`config.mk`:
```
export PLATFORM = sky130hd
export DESIGN_NAME = vbi_fmt_top
export DESIGN_NICKNAME = d
export VERILOG_FILES = /design/src/rtl/vbi_fmt_pkg.sv /design/src/rtl/vbi_limit.sv /design/src/rtl/vbi_blue_gen.sv /design/src/rtl/vbi_order_core.sv /design/src/rtl/vbi_fmt_top.sv
export SDC_FILE = /design/constraint.sdc
export NUM_CORES = 1
export LEC_CHECK = 0
export BUFFER_PORTS_ARGS = -buffer_cell sky130_fd_sc_hd__buf_2
export CAP_MARGIN = 20
export CORE_ASPECT_RATIO = 0.9
export CORE_MARGIN = 8
export CORE_UTILIZATION = 30
export CTS_BUF_LIST = sky130_fd_sc_hd__clkbuf_8 sky130_fd_sc_hd__clkbuf_16
export CTS_CLUSTER_SIZE = 40
export DETAILED_ROUTE_END_ITERATION = 6
export PLACE_DENSITY = 0.46
export REMOVE_ABC_BUFFERS = 1
export SLEW_MARGIN = 30
export SYNTH_ARGS = -nofsm -noshare
export SYNTH_HDL_FRONTEND = slang
export SYNTH_HIERARCHICAL = 1
export SYNTH_SLANG_ARGS = --single-unit
```
`constraint.sdc`:
```
create_clock -name clk -period 1.9 [get_ports clk]
set_input_delay 0 -clock clk [delete_from_list [all_inputs] [get_ports clk]]
set_output_delay 0 -clock clk [all_outputs]
set_load 0.05 [all_outputs]
```
`src/rtl/vbi_fmt_pkg.sv`:
```
package vbi_fmt_pkg;
  localparam logic [7:0] BLUE_CB = 8'hF0;
  localparam logic [7:0] BLUE_Y  = 8'h29;
  localparam logic [7:0] BLUE_CR = 8'h6E;
endpackage

```
`src/rtl/vbi_limit.sv`:
```
module vbi_limit #(
  parameter int unsigned SW = 8
) (
  input  logic          en,
  input  logic [SW-1:0] d,
  output logic [SW-1:0] q
);
  localparam logic [SW-1:0] LO_CODE = '0;
  localparam logic [SW-1:0] HI_CODE = '1;

  always_comb begin
    q = d;
    if (en && d == LO_CODE) q = LO_CODE + 1'b1;
    if (en && d == HI_CODE) q = HI_CODE - 1'b1;
  end
endmodule

```
`src/rtl/vbi_blue_gen.sv`:
```
module vbi_blue_gen #(
  parameter int unsigned SW = 8
) (
  input  logic            clk,
  input  logic            rst_n,
  input  logic            clr,
  input  logic            adv,
  output logic [SW-1:0]   blue_byte,
  output logic [2*SW-1:0] blue_word
);
  import vbi_fmt_pkg::*;
  localparam int unsigned SH = SW - 8;

  logic [1:0] phase, phase_nx;

  always_comb begin
    phase_nx = phase;
    if (clr)      phase_nx = 2'd0;
    else if (adv) phase_nx = phase + 2'd1;
  end

  always_ff @(posedge clk or negedge rst_n) begin
    if (!rst_n) phase <= 2'd0;
    else        phase <= phase_nx;
  end

  logic [SW-1:0] cb_w, y_w, cr_w;
  assign cb_w = SW'(BLUE_CB) << SH;
  assign y_w  = SW'(BLUE_Y)  << SH;
  assign cr_w = SW'(BLUE_CR) << SH;

  always_comb begin
    unique case (phase)
      2'd0:    blue_byte = cb_w;
      2'd2:    blue_byte = cr_w;
      default: blue_byte = y_w;
    endcase
    blue_word = {y_w, phase[0] ? cr_w : cb_w};
  end
endmodule

```
`src/rtl/vbi_order_core.sv`:
```
module vbi_order_core #(
  parameter int unsigned SW = 8
) (
  input  logic            clk,
  input  logic            rst_n,
  input  logic            mode_8b,
  input  logic            order_nat,
  input  logic            video,
  input  logic            s_valid,
  input  logic [SW-1:0]   s_data,
  input  logic            s_last,
  input  logic [SW-1:0]   blue_byte,
  input  logic [2*SW-1:0] blue_word,
  output logic [2*SW-1:0] o_data,
  output logic            o_valid,
  output logic            o_vbi
);
  localparam logic [SW-1:0] ZB  = '0;
  localparam logic [SW-1:0] PAD = SW'(1) << (SW - 1);

  logic            hold_v, hold_v_nx, pend_v, pend_v_nx;
  logic [SW-1:0]   hold_d, hold_d_nx, pend_d, pend_d_nx;
  logic [2*SW-1:0] o_data_nx;
  logic            o_valid_nx, o_vbi_nx;

  always_comb begin
    hold_v_nx  = hold_v;
    hold_d_nx  = hold_d;
    pend_v_nx  = pend_v;
    pend_d_nx  = pend_d;
    o_data_nx  = o_data;
    o_valid_nx = 1'b0;
    o_vbi_nx   = o_vbi;
    if (!video) begin
      hold_v_nx = 1'b0;
      pend_v_nx = 1'b0;
      if (s_valid) begin
        o_valid_nx = 1'b1;
        o_vbi_nx   = 1'b0;
        o_data_nx  = mode_8b ? {blue_byte, ZB} : blue_word;
      end
    end else begin
      if (pend_v) begin
        o_valid_nx = 1'b1;
        o_vbi_nx   = 1'b1;
        o_data_nx  = {pend_d, ZB};
        pend_v_nx  = 1'b0;
      end
      if (s_valid) begin
        if (mode_8b && order_nat) begin
          o_valid_nx = 1'b1;
          o_vbi_nx   = 1'b1;
          o_data_nx  = {s_data, ZB};
        end else if (!hold_v) begin
          if (!s_last) begin
            hold_v_nx = 1'b1;
            hold_d_nx = s_data;
          end else if (mode_8b) begin
            if (pend_v) begin
              pend_v_nx = 1'b1;
              pend_d_nx = s_data;
            end else begin
              o_valid_nx = 1'b1;
              o_vbi_nx   = 1'b1;
              o_data_nx  = {s_data, ZB};
            end
          end else begin
            o_valid_nx = 1'b1;
            o_vbi_nx   = 1'b1;
            o_data_nx  = order_nat ? {PAD, s_data} : {s_data, PAD};
          end
        end else begin
          hold_v_nx  = 1'b0;
          o_valid_nx = 1'b1;
          o_vbi_nx   = 1'b1;
          if (mode_8b) begin
            o_data_nx = {s_data, ZB};
            pend_v_nx = 1'b1;
            pend_d_nx = hold_d;
          end else begin
            o_data_nx = order_nat ? {s_data, hold_d} : {hold_d, s_data};
          end
        end
      end
    end
  end

  always_ff @(posedge clk or negedge rst_n) begin
    if (!rst_n) begin
      hold_v  <= 1'b0;
      hold_d  <= '0;
      pend_v  <= 1'b0;
      pend_d  <= '0;
      o_data  <= '0;
      o_valid <= 1'b0;
      o_vbi   <= 1'b0;
    end else begin
      hold_v  <= hold_v_nx;
      hold_d  <= hold_d_nx;
      pend_v  <= pend_v_nx;
      pend_d  <= pend_d_nx;
      o_data  <= o_data_nx;
      o_valid <= o_valid_nx;
      o_vbi   <= o_vbi_nx;
    end
  end
endmodule

```
`src/rtl/vbi_fmt_top.sv`:
```
module vbi_fmt_top #(
  parameter int unsigned SW = 8
) (
  input  logic            clk,
  input  logic            rst_n,
  input  logic            in_valid,
  input  logic [SW-1:0]   in_sample,
  input  logic            in_last,
  input  logic            mode_8b,
  input  logic            order_nat,
  input  logic            limit_en,
  input  logic            video_present,
  output logic [2*SW-1:0] out_data,
  output logic            out_valid,
  output logic            out_is_vbi
);
  logic [SW-1:0]   lim_sample;
  logic [SW-1:0]   blue_byte;
  logic [2*SW-1:0] blue_word;

  vbi_limit #(.SW(SW)) u_limit (
    .en (limit_en),
    .d  (in_sample),
    .q  (lim_sample)
  );

  vbi_blue_gen #(.SW(SW)) u_blue (
    .clk       (clk),
    .rst_n     (rst_n),
    .clr       (video_present),
    .adv       (in_valid & ~video_present),
    .blue_byte (blue_byte),
    .blue_word (blue_word)
  );

  vbi_order_core #(.SW(SW)) u_core (
    .clk       (clk),
    .rst_n     (rst_n),
    .mode_8b   (mode_8b),
    .order_nat (order_nat),
    .video     (video_present),
    .s_valid   (in_valid),
    .s_data    (lim_sample),
    .s_last    (in_last),
    .blue_byte (blue_byte),
    .blue_word (blue_word),
    .o_data    (out_data),
    .o_valid   (out_valid),
    .o_vbi     (out_is_vbi)
  );
endmodule

```
==> results of run 1 <==
-- power by group through the flow --
stage,Clock [mW],Combinational (mW),Sequential (mW)
after detailed placement,0,0.783,1.09
after floorplan,0,0.341,1.23
after CTS,0.568,0.789,1.07
after global placement,0,0.780,1.09
final,0.542,0.781,1.07
after global routing,0.597,0.857,1.10
-- worst max-delay path by stage --
stage                                startpoint                            end  slack, ns  cells after the start
floorplan             u_core/hold_v$_DFFE_PN0P_   u_core/pend_d[0]$_DFFE_PN0P_      -0.28                      3
global placement    u_blue/phase[0]$_DFFE_PN0P_  u_core/o_data[14]$_DFFE_PN0P_       0.25                      6
detailed placement  u_blue/phase[0]$_DFFE_PN0P_  u_core/o_data[14]$_DFFE_PN0P_       0.19                      6
CTS                 u_blue/phase[0]$_DFFE_PN0P_  u_core/o_data[14]$_DFFE_PN0P_       0.14                      6
global route        u_blue/phase[0]$_DFFE_PN0P_  u_core/o_data[14]$_DFFE_PN0P_       0.01                      6
finish              u_blue/phase[0]$_DFFE_PN0P_  u_core/o_data[14]$_DFFE_PN0P_       0.14                      6
-- critical path, cell delays in order (launching register included) --
cell     delay [ns]
dfrtp_1        0.42
inv_1          0.16
ha_1           0.26
or2_1          0.23
mux2i_1        0.14
a21oi_1        0.09
a221o_1        0.34
-- metal layers --
| layer | wire [um] | vias to the layer above |
|---|---|---|
| met5 | 0 | - |
| met4 | 57 | 0 |
| met3 | 467 | 6 |
| met2 | 4000 | 61 |
| met1 | 4290 | 1215 |
| li1 | - | 1210 |
-- synth_stat cells (8+ instances only) --
cell type	n
inv_1	9
buf_2	13
o2bb2ai_1	8
o21ai_0	25
dfrtp_1	38
nand2_1	22
a31oi_1	8
a22o_1	8
mux2_2	16
clkbuf_1	19
nor2b_1	14
buf_4	20
nor2_1	22
mux2i_1	18
a32oi_1	8
a21oi_1	23
-- timing repair --
action	4_1_cts	5_1_grt
endpoints found under the hold margin	24	0
hold buffers	1	0
gates resized for setup	0	0
-- registers in the layout, summed over array words and instances, names as in the netlist --
name	count
u_core/o_data	16
u_core/hold_v	1
u_core/o_vbi	1
u_core/pend_v	1
u_core/pend_d	8
u_core/o_valid	1
u_blue/phase	2
u_core/hold_d	8
-- layout make-up --
type	instances	area [sq um]
fill	1044	6440
multi-input combinational	242	1700
timing repair buffer	54	338
inverter	9	33.8
tap	126	158
clock inverter	2	10.0
clock buffer	5	68.8
sequential	38	951
-- cells by family after synthesis --
logic type / synth area share
xor gates and xnor gates: 0.00586
buffers and inverters: 0.124
AOI/OAI and AO/OA: 0.275
DFF: 0.318
other: 0.00251
adders and majority gates: 0.0168
muxes: 0.121
and+or+nand+nor: 0.137
==> flow_metrics.py, run 1 <==
metrics = {
    "worst_setup_path": {
        "cp-end-kind": "register",
        "ff2ff_path_depth": 6,
        "r2r_slack_ns": 0.14,
        "r2r-start": "u_blue/phase[0]$_DFFE_PN0P_",
        "critical_path.max_fanout": 6,
        "critical_path_arrival_ns": 1.93,
        "worstPathRequired_ns": 2.07,
        "cp-start-kind": "register",
        "critical_path_class": "register to register",
        "r2r-end": "u_core/o_data[14]$_DFFE_PN0P_",
    },
    "clock_tree": {
        "clk_latency_ns": 0.29,
        "path_clk_slew_ns": 0.08,
        "clock-sinks": 38,
        "cts_buffer_depth": 2,
        "ctsRootBufferMaster": "clkbuf_8",
        "post_cts_buffers": 0,
        "numCtsBuffers": 5,
        "htree_levels": 2,
        "cts_tree": "done",
    },
    "cells_and_area": {
        "final_cell_mix": "dfrtp_1, buf_2, o21ai_0, a21oi_1",
        "n_antenna_cell": 0,
        "final_util": 0.336,
        "drive_gt1_frac": 0.266,
        "design_area_sq_um": 3260,
        "fin_nets": 370,
        "layout.cells.non_filler": 476,
        "area_growth_pct": 9.21,
        "final_common_cell": "dfrtp_1",
    },
    "min_path": {
        "hold_class": "primary input to register",
        "holdPathStages": 2,
        "worstHoldEndpoint": "u_core/hold_d[7]$_DFFE_PN0P_",
        "hp-start": "in_sample[7]",
    },
    "route": {
        "drcViolationCount": 0,
        "wirelength_mm": 8.81,
        "first_pass_iters": 4,
        "initialDrtViolationCount": 157,
        "num_vias": 2492,
        "wl_per_cell_um": 18.5,
        "ant_nets": 0,
        "vias_per_cell": 5.24,
    },
    "pwr": {
        "internal_power_mw": 1.48,
        "p_total_mw": 2.40,
        "leakage_nw": 1.43,
        "seqPwrFrac": 0.448,
        "sw_frac_of_total": 0.383,
        "ir_worst_vdd_mv": 0.286,
        "p_clk_frac": 0.226,
        "power_density_nw_per_um2": 734,
        "p_comb_frac": 0.326,
        "power_switching_mw": 0.917,
    },
    "placed_design": {
        "pre_cts_slack_ns": 0.194,
        "dpl_cell_area_sq_um": 3170,
        "gp_congestion": 0.774,
        "portBuffers": 33,
        "dp.cells": 468,
        "dp_hpwl_mm": 6.13,
    },
    "grt": {
        "grt_pass1_vias": 2437,
        "antenna_found_initial": 0,
        "grt_max_degree": 27,
        "grt_overflow": 0,
        "use_met1": 0.193,
        "groute.usage.overall": 0.134,
        "grt_pass1_wl_mm": 14.3,
        "grt.met2_usage": 0.201,
        "top_usage_layer": "met2",
        "gr-usage-met3": 0.0260,
    },
    "logic_synthesis": {
        "synth-seq-cells": 38,
        "ys_warn_count": 6,
        "syn_inst": 336,
        "synth_area_leaders": "dfrtp_1, mux2i_1, mux2_2, buf_4, o21ai_0",
        "synth_edf_count": 0,
        "syn_area_sq_um": 2990,
        "synth.distinct_cells": 46,
        "yosysSeqAreaShare": 0.318,
        "synth-async-reset-ratio": 1.00,
        "synth.avg_cell_area_sq_um": 8.89,
        "yosysTopAreaCell": "dfrtp_1",
        "synthFlopType": "dfrtp_1",
        "synth_top_area_frac": 0.318,
    },
    "floorplanning": {
        "die_w_um": 121,
        "num_rows": 34,
        "ioPinCount": 34,
        "coreArea_sq_um": 9700,
        "chipHeight_um": 111,
        "die-area_sq_um": 13400,
        "initial_utilization": 0.308,
    },
    "sta": {
        "period_needed_ns": 1.76,
        "fin_ws_ns": 0.145,
        "setup_viol": 0,
        "rsz0062_at_grt": "false",
        "hold_violations": 0,
        "fin_crit_sh": 0.924,
        "tns_ns": 0,
        "fin_skew_ns": 0.0115,
        "drv_slew": 0,
        "finalHoldWorstSlack_ns": 0.0925,
        "slew_headroom": 0.575,
        "fmax_mhz": 570,
        "worstMarginPinSlew_ns": 0.637,
    },
    "outcome": {
        "outcome": "finished clean",
    },
    "run": {
        "maxCapViolCount": 0,
    },
}
Power figures use the tool's default switching activity.
==> run 2: changes to the inputs <==
--- a/config.mk
+++ b/config.mk
@@ -18,5 +18,4 @@
 export SLEW_MARGIN = 30
 export SYNTH_ARGS = -nofsm -noshare
 export SYNTH_HDL_FRONTEND = slang
-export SYNTH_HIERARCHICAL = 1
 export SYNTH_SLANG_ARGS = --single-unit
==> flow_metrics.py, run 2 <==
metrics = {
    "route": {
        "ant_nets": 0,
        "drcViolationCount": 0,
        "first_pass_iters": 5,
        "initialDrtViolationCount": 153,
        "wl_per_cell_um": 19.6,
        "vias_per_cell": 5.57,
        "wirelength_mm": 9.18,
        "num_vias": 2610,
    },
    "worst_setup_path": {
        "critical_path.max_fanout": 5,
        "worstPathRequired_ns": 2.13,
        "critical_path_class": "register to register",
        "cp-end-kind": "register",
        "crit_start": "u_core.pend_v$_DFF_PN0_",
        "cp-start-kind": "register",
        "cp_cell_sequence": "mux2i_2, a211oi_1, o41a_1, a31oi_1, o31a_1",
        "worst_path_max_delay_cell": "dfrtp_1",
        "critical_path_arrival_ns": 1.87,
        "crit_family": "compound AO/OA/AOI/OAI gates",
        "critPathBufInv": 0,
        "crit_path_max_incr_delay_ns": 0.42,
        "r2r-start": "u_core.pend_v$_DFF_PN0_",
    },
    "placed_design": {
        "dp.cells": 461,
        "dp_hpwl_mm": 6.74,
        "dpl_cell_area_sq_um": 3040,
        "gp_congestion": 0.832,
        "portBuffers": 33,
        "pre_cts_slack_ns": 0.302,
    },
    "grt": {
        "antenna_found_initial": 0,
        "grt_overflow": 0,
        "grt_max_degree": 21,
        "groute.usage.overall": 0.155,
        "grt_pass1_wl_mm": 14.8,
        "grt_pass1_vias": 2534,
    },
    "logic_synthesis": {
        "yosysTopAreaCell": "dfrtp_1",
        "synth_top_area_frac": 0.360,
        "syn_area_sq_um": 2650,
        "syn_inst": 308,
        "ys_top_cells_by_count": "dfrtp_1, a21oi_1, nand2_1",
        "synth_area_leaders": "dfrtp_1, mux2i_1, a21oi_1, mux2_2, nand2_1",
        "synth_edf_count": 0,
        "synth-seq-cells": 38,
        "synth.distinct_cells": 51,
        "synth.avg_cell_area_sq_um": 8.59,
        "ys_warn_count": 0,
        "synthFlopType": "dfrtp_1",
        "synth-async-reset-ratio": 1.00,
        "yosysSeqAreaShare": 0.360,
        "synth.most_common_cell": "dfrtp_1",
    },
    "pwr": {
        "sw_frac_of_total": 0.401,
        "p_clk_frac": 0.220,
        "p_comb_frac": 0.338,
        "power_switching_mw": 1.00,
        "seqPwrFrac": 0.442,
        "ir_worst_vdd_mv": 0.403,
        "internal_power_mw": 1.50,
        "leakage_nw": 1.35,
        "power_density_nw_per_um2": 798,
    },
    "floorplanning": {
        "ioPinCount": 34,
        "die-area_sq_um": 12100,
        "chipHeight_um": 105,
        "num_rows": 32,
        "initial_utilization": 0.309,
        "coreArea_sq_um": 8570,
        "die_w_um": 115,
    },
    "cells_and_area": {
        "n_antenna_cell": 0,
        "layout.cells.non_filler": 469,
        "final_util": 0.365,
        "top_regs": "u_core.o_data x16, u_core.hold_d x8, u_core.pend_d x8",
        "area_growth_pct": 18.3,
        "drive_gt1_frac": 0.234,
        "multi_input_area_sq_um": 1530,
        "largest_reg_flops": 16,
        "final_common_cell": "dfrtp_1",
        "ff_latch_area_sq_um": 951,
        "fillers": 943,
        "fin_nets": 368,
        "largest-register": "u_core.o_data",
        "design_area_sq_um": 3130,
        "final_cell_mix": "dfrtp_1, buf_2, a21oi_1, nand2_1",
    },
    "sta": {
        "period_needed_ns": 1.64,
        "fin_ws_ns": 0.257,
        "finalHoldWorstSlack_ns": 0.0747,
        "fmax_mhz": 609,
        "fin_skew_ns": 0.00564,
        "drv_slew": 0,
        "slew_headroom": 0.648,
        "hold_violations": 0,
        "setup_viol": 0,
        "worstMarginPinSlew_ns": 0.525,
        "fin_crit_sh": 0.865,
        "rsz0062_at_grt": "false",
    },
    "clock_tree": {
        "cts_tree": "done",
        "cts_buffer_depth": 2,
        "path_clk_slew_ns": 0.08,
        "post_cts_buffers": 0,
        "cts_resized": 0,
        "clk_latency_ns": 0.29,
        "numCtsBuffers": 5,
        "htree_levels": 2,
        "ctsRootBufferMaster": "clkbuf_8",
        "clock-sinks": 38,
    },
    "min_path": {
        "hp-start": "in_sample[4]",
        "hold_class": "primary input to register",
    },
    "outcome": {
        "outcome": "finished clean",
    },
    "run": {
        "maxCapViolCount": 0,
    },
}
-- run 2: cell count changes after synthesis, sizes merged, moves of 7 or more --
cell / change
buf: -21
nor2b: -15
nand2b: +10
clkbuf: -9
a22o: -8
nand3: +8
nor3: +8
o2bb2ai: -8
a21bo: -7
nand2: +7
o21ai: -7
-- run 2: layout make-up --
cell class | count | share of cell area
Clock inverter | 2 | 0.00240
Multi-Input combinational cell | 235 | 0.487
Clock buffer | 5 | 0.0220
Sequential cell | 38 | 0.304
Tap cell | 119 | 0.0476
Timing Repair Buffer | 62 | 0.127
Inverter | 8 | 0.00960
-- run 2: power groups by stage --
| stage | Combinational [mW] | Sequential [mW] | Clock, mW |
|---|---|---|---|
| 2_1_floorplan | 0.343 | 1.28 | 0 |
| 3_3_place_gp | 0.838 | 1.12 | 0 |
| 3_5_place_dp | 0.844 | 1.12 | 0 |
| 4_1_cts | 0.848 | 1.10 | 0.556 |
| 5_1_grt | 0.921 | 1.13 | 0.594 |
| 6_report | 0.844 | 1.10 | 0.549 |
-- run 2: stage by stage --
stage          total power, mW  setup TNS (ns)
3_5_place_dp              1.96               0
2_1_floorplan             1.62         -0.0738
5_1_grt                   2.64               0
6_report                  2.50               0
4_1_cts                   2.50               0
3_3_place_gp              1.95               0
-- run 2: worst reg2reg max path, stage by stage (launching register included) --
cell      delay (ns)
dfrtp_1         0.42
mux2i_2         0.31
a211oi_1        0.13
o41a_1          0.41
a31oi_1         0.17
o31a_1          0.15
-- run 2: cell families after synthesis --
group                    count (synthesis)  synth area share
adder cells (fa/ha/maj)                  2           0.00946
XOR/XNOR                                 2           0.00662
multiplexers                            36             0.144
AO/OA/AOI/OAI                           94             0.230
flip-flops                              38             0.360
buffers and inverters                   35            0.0639
AND/OR/NAND/NOR                        101             0.186
-- run 2: path summary, 6_finish.rpt --
check                                                end  cells after the start  slack [ns]
hold reg to reg            u_core.o_data[13]$_DFFE_PN0P_                      1        0.55
setup reg to reg           u_core.o_data[13]$_DFFE_PN0P_                      5        0.26
setup / recovery           u_core.o_data[13]$_DFFE_PN0P_                      5        0.26
min in group asynchronous  u_core.o_data[15]$_DFFE_PN0P_                      2        0.08
max in group asynchronous   u_core.o_data[9]$_DFFE_PN0P_                      3        1.34
hold / removal              u_core.hold_d[4]$_DFFE_PN0P_                      2        0.07
-- run 2: per-layer routing --
metal | wire length (um) | vias to the layer above | global-route usage | part of all wire
met1 | 4610 | 1282 | 0.236 | 0.50
met4 | 139 | 0 | 0.0366 | 0.015
met2 | 3810 | 100 | 0.215 | 0.42
met3 | 610 | 13 | 0.0299 | 0.066
met5 | 0 | - | 0 | 0
li1 | - | 1215 | - | -
-- run 2: repair_timing --
item | CTS | global route
hold buffers | 1 | 0
setup endpoints to repair | 0 | 0
hold endpoints to repair | 38 | 0
==> run 3: changes to the inputs <==
--- a/config.mk
+++ b/config.mk
@@ -10,7 +10,7 @@
 export CORE_ASPECT_RATIO = 0.9
 export CORE_MARGIN = 8
 export CORE_UTILIZATION = 30
-export CTS_BUF_LIST = sky130_fd_sc_hd__clkbuf_8 sky130_fd_sc_hd__clkbuf_16
+export CTS_BUF_LIST = sky130_fd_sc_hd__clkbuf_16
 export CTS_CLUSTER_SIZE = 40
 export DETAILED_ROUTE_END_ITERATION = 6
 export PLACE_DENSITY = 0.46
==> flow_metrics.py, run 3 (synthesized netlist as in run 2, its figures left out) <==
metrics = {
    "outcome": {
        "outcome": "finished clean",
    },
    "worst_setup_path": {
        "cp-end-kind": "register",
        "cp_cell_sequence": "mux2i_2, a211oi_1, o41a_1, a31oi_1, o31a_1",
        "critical_path.max_fanout": 5,
        "critical_path_arrival_ns": 1.85,
        "cp-start-kind": "register",
        "worstPathRequired_ns": 2.11,
        "r2r_slack_ns": 0.26,
        "critical_path_class": "register to register",
        "crit_path_max_incr_delay_ns": 0.41,
        "worst_path_max_delay_cell": "dfrtp_1",
    },
    "clock_tree": {
        "cts_buffer_depth": 2,
        "numCtsBuffers": 5,
        "ctsRootBufferMaster": "clkbuf_16",
        "htree_levels": 2,
        "clk_latency_ns": 0.28,
        "clock-sinks": 38,
        "cts_resized": 0,
        "path_clk_slew_ns": 0.06,
        "cts_tree": "done",
    },
    "pwr": {
        "power_switching_mw": 1.02,
        "p_clk_frac": 0.290,
        "sw_frac_of_total": 0.371,
        "ir_worst_vdd_mv": 0.393,
        "leakage_nw": 1.38,
        "internal_power_mw": 1.73,
        "p_total_mw": 2.74,
        "p_comb_frac": 0.307,
        "seqPwrFrac": 0.403,
        "power_density_nw_per_um2": 861,
    },
    "placed_design": {
        "dpl_cell_area_sq_um": 3040,
        "portBuffers": 33,
        "dp_hpwl_mm": 6.74,
        "gp_congestion": 0.832,
        "pre_cts_slack_ns": 0.302,
    },
    "route": {
        "num_vias": 2590,
        "vias_per_cell": 5.52,
        "first_pass_iters": 5,
        "initialDrtViolationCount": 154,
        "wirelength_mm": 9.20,
        "drcViolationCount": 0,
        "wl_per_cell_um": 19.6,
        "ant_nets": 0,
    },
    "sta": {
        "hold_violations": 0,
        "rsz0062_at_grt": "false",
        "finalHoldWorstSlack_ns": 0.0940,
        "period_needed_ns": 1.64,
        "drv_slew": 0,
        "fin_crit_sh": 0.863,
        "slew_headroom": 0.650,
        "fin_skew_ns": 0.00471,
        "setup_viol": 0,
        "fin_ws_ns": 0.261,
        "fmax_mhz": 610,
        "worstMarginPinSlew_ns": 0.523,
    },
    "cells_and_area": {
        "fin_nets": 368,
        "final_cell_mix": "dfrtp_1, buf_2, a21oi_1, nand2_1",
        "largest_reg_flops": 16,
        "drive_gt1_frac": 0.234,
        "final_util": 0.372,
        "largest-register": "u_core.o_data",
        "n_antenna_cell": 0,
        "top_regs": "u_core.o_data x16, u_core.hold_d x8, u_core.pend_d x8",
        "final_common_cell": "dfrtp_1",
        "design_area_sq_um": 3190,
        "area_growth_pct": 20.4,
    },
    "grt": {
        "groute.usage.overall": 0.155,
        "antenna_found_initial": 0,
        "grt_max_degree": 21,
        "grt_pass1_wl_mm": 14.8,
        "grt_pass1_vias": 2497,
        "grt_overflow": 0,
    },
    "floorplanning": {
        "die-area_sq_um": 12100,
        "ioPinCount": 34,
        "die_w_um": 115,
        "coreArea_sq_um": 8570,
        "chipHeight_um": 105,
        "num_rows": 32,
        "initial_utilization": 0.309,
    },
    "run": {
        "maxCapViolCount": 0,
    },
    "min_path": {
        "hold_class": "primary input to async pin",
    },
}
## run 3: cell counts in the layout (fill, tap and decap cells not counted)
No cell type changed its count.
## run 3: worst max-delay path: cells and delay by family (launching register included)
family             cells  cell delay, ns
AOI/OAI and AO/OA      4            0.85
DFF                    1            0.41
muxes                  1            0.31
## run 3: stage by stage
step	setup TNS, ns	cells
2_1_floorplan	-0.0738	281
3_3_place_gp	0	461
3_5_place_dp	0	461
4_1_cts	0	469
5_1_grt	0	469
6_report	0	469
## run 3: final cells by class
cell class              instances  area (sq um)
clock buffers                   5           125
clock inverters                 2          7.51
fillers                       935          5380
inverters                       8          30.0
multi-input cells             235          1530
flip-flops and latches         38           951
well taps                     119           149
repair buffers                 62           398
## run 3: power groups by stage
| stage | clock, mW | sequential (mW) | combinational (mW) |
|---|---|---|---|
| CTS | 0.812 | 1.10 | 0.848 |
| global route | 0.843 | 1.13 | 0.921 |
| global placement | 0 | 1.12 | 0.838 |
| floorplan | 0 | 1.28 | 0.343 |
| finish | 0.795 | 1.10 | 0.843 |
| detailed placement | 0 | 1.12 | 0.844 |
## run 3: final timing paths
path,from,end,cells after the start
worst max-delay path,u_core.pend_v$_DFF_PN0_,u_core.o_data[13]$_DFFE_PN0P_,5
worst min-delay path,rst_n,u_core.o_data[15]$_DFFE_PN0P_,2
worst max register to register,u_core.pend_v$_DFF_PN0_,u_core.o_data[13]$_DFFE_PN0P_,5
worst min register to register,u_core.o_data[13]$_DFFE_PN0P_,u_core.o_data[13]$_DFFE_PN0P_,1
max in group asynchronous,rst_n,u_core.o_data[9]$_DFFE_PN0P_,3
min in group clk,in_sample[4],u_core.hold_d[4]$_DFFE_PN0P_,2
## run 3: repair_timing
item / 4_1_cts / 5_1_grt
hold endpoints to repair: 38 / 0
setup endpoints to repair: 0 / 0
hold buffers: 1 / 0
setup buffers: 0 / 0
## run 3: layer usage
metal | part of all wire | global-route usage
met1 | 0.49 | 0.237
met2 | 0.43 | 0.221
met4 | 0.0071 | 0.0253
met5 | 0 | 0
met3 | 0.077 | 0.0288
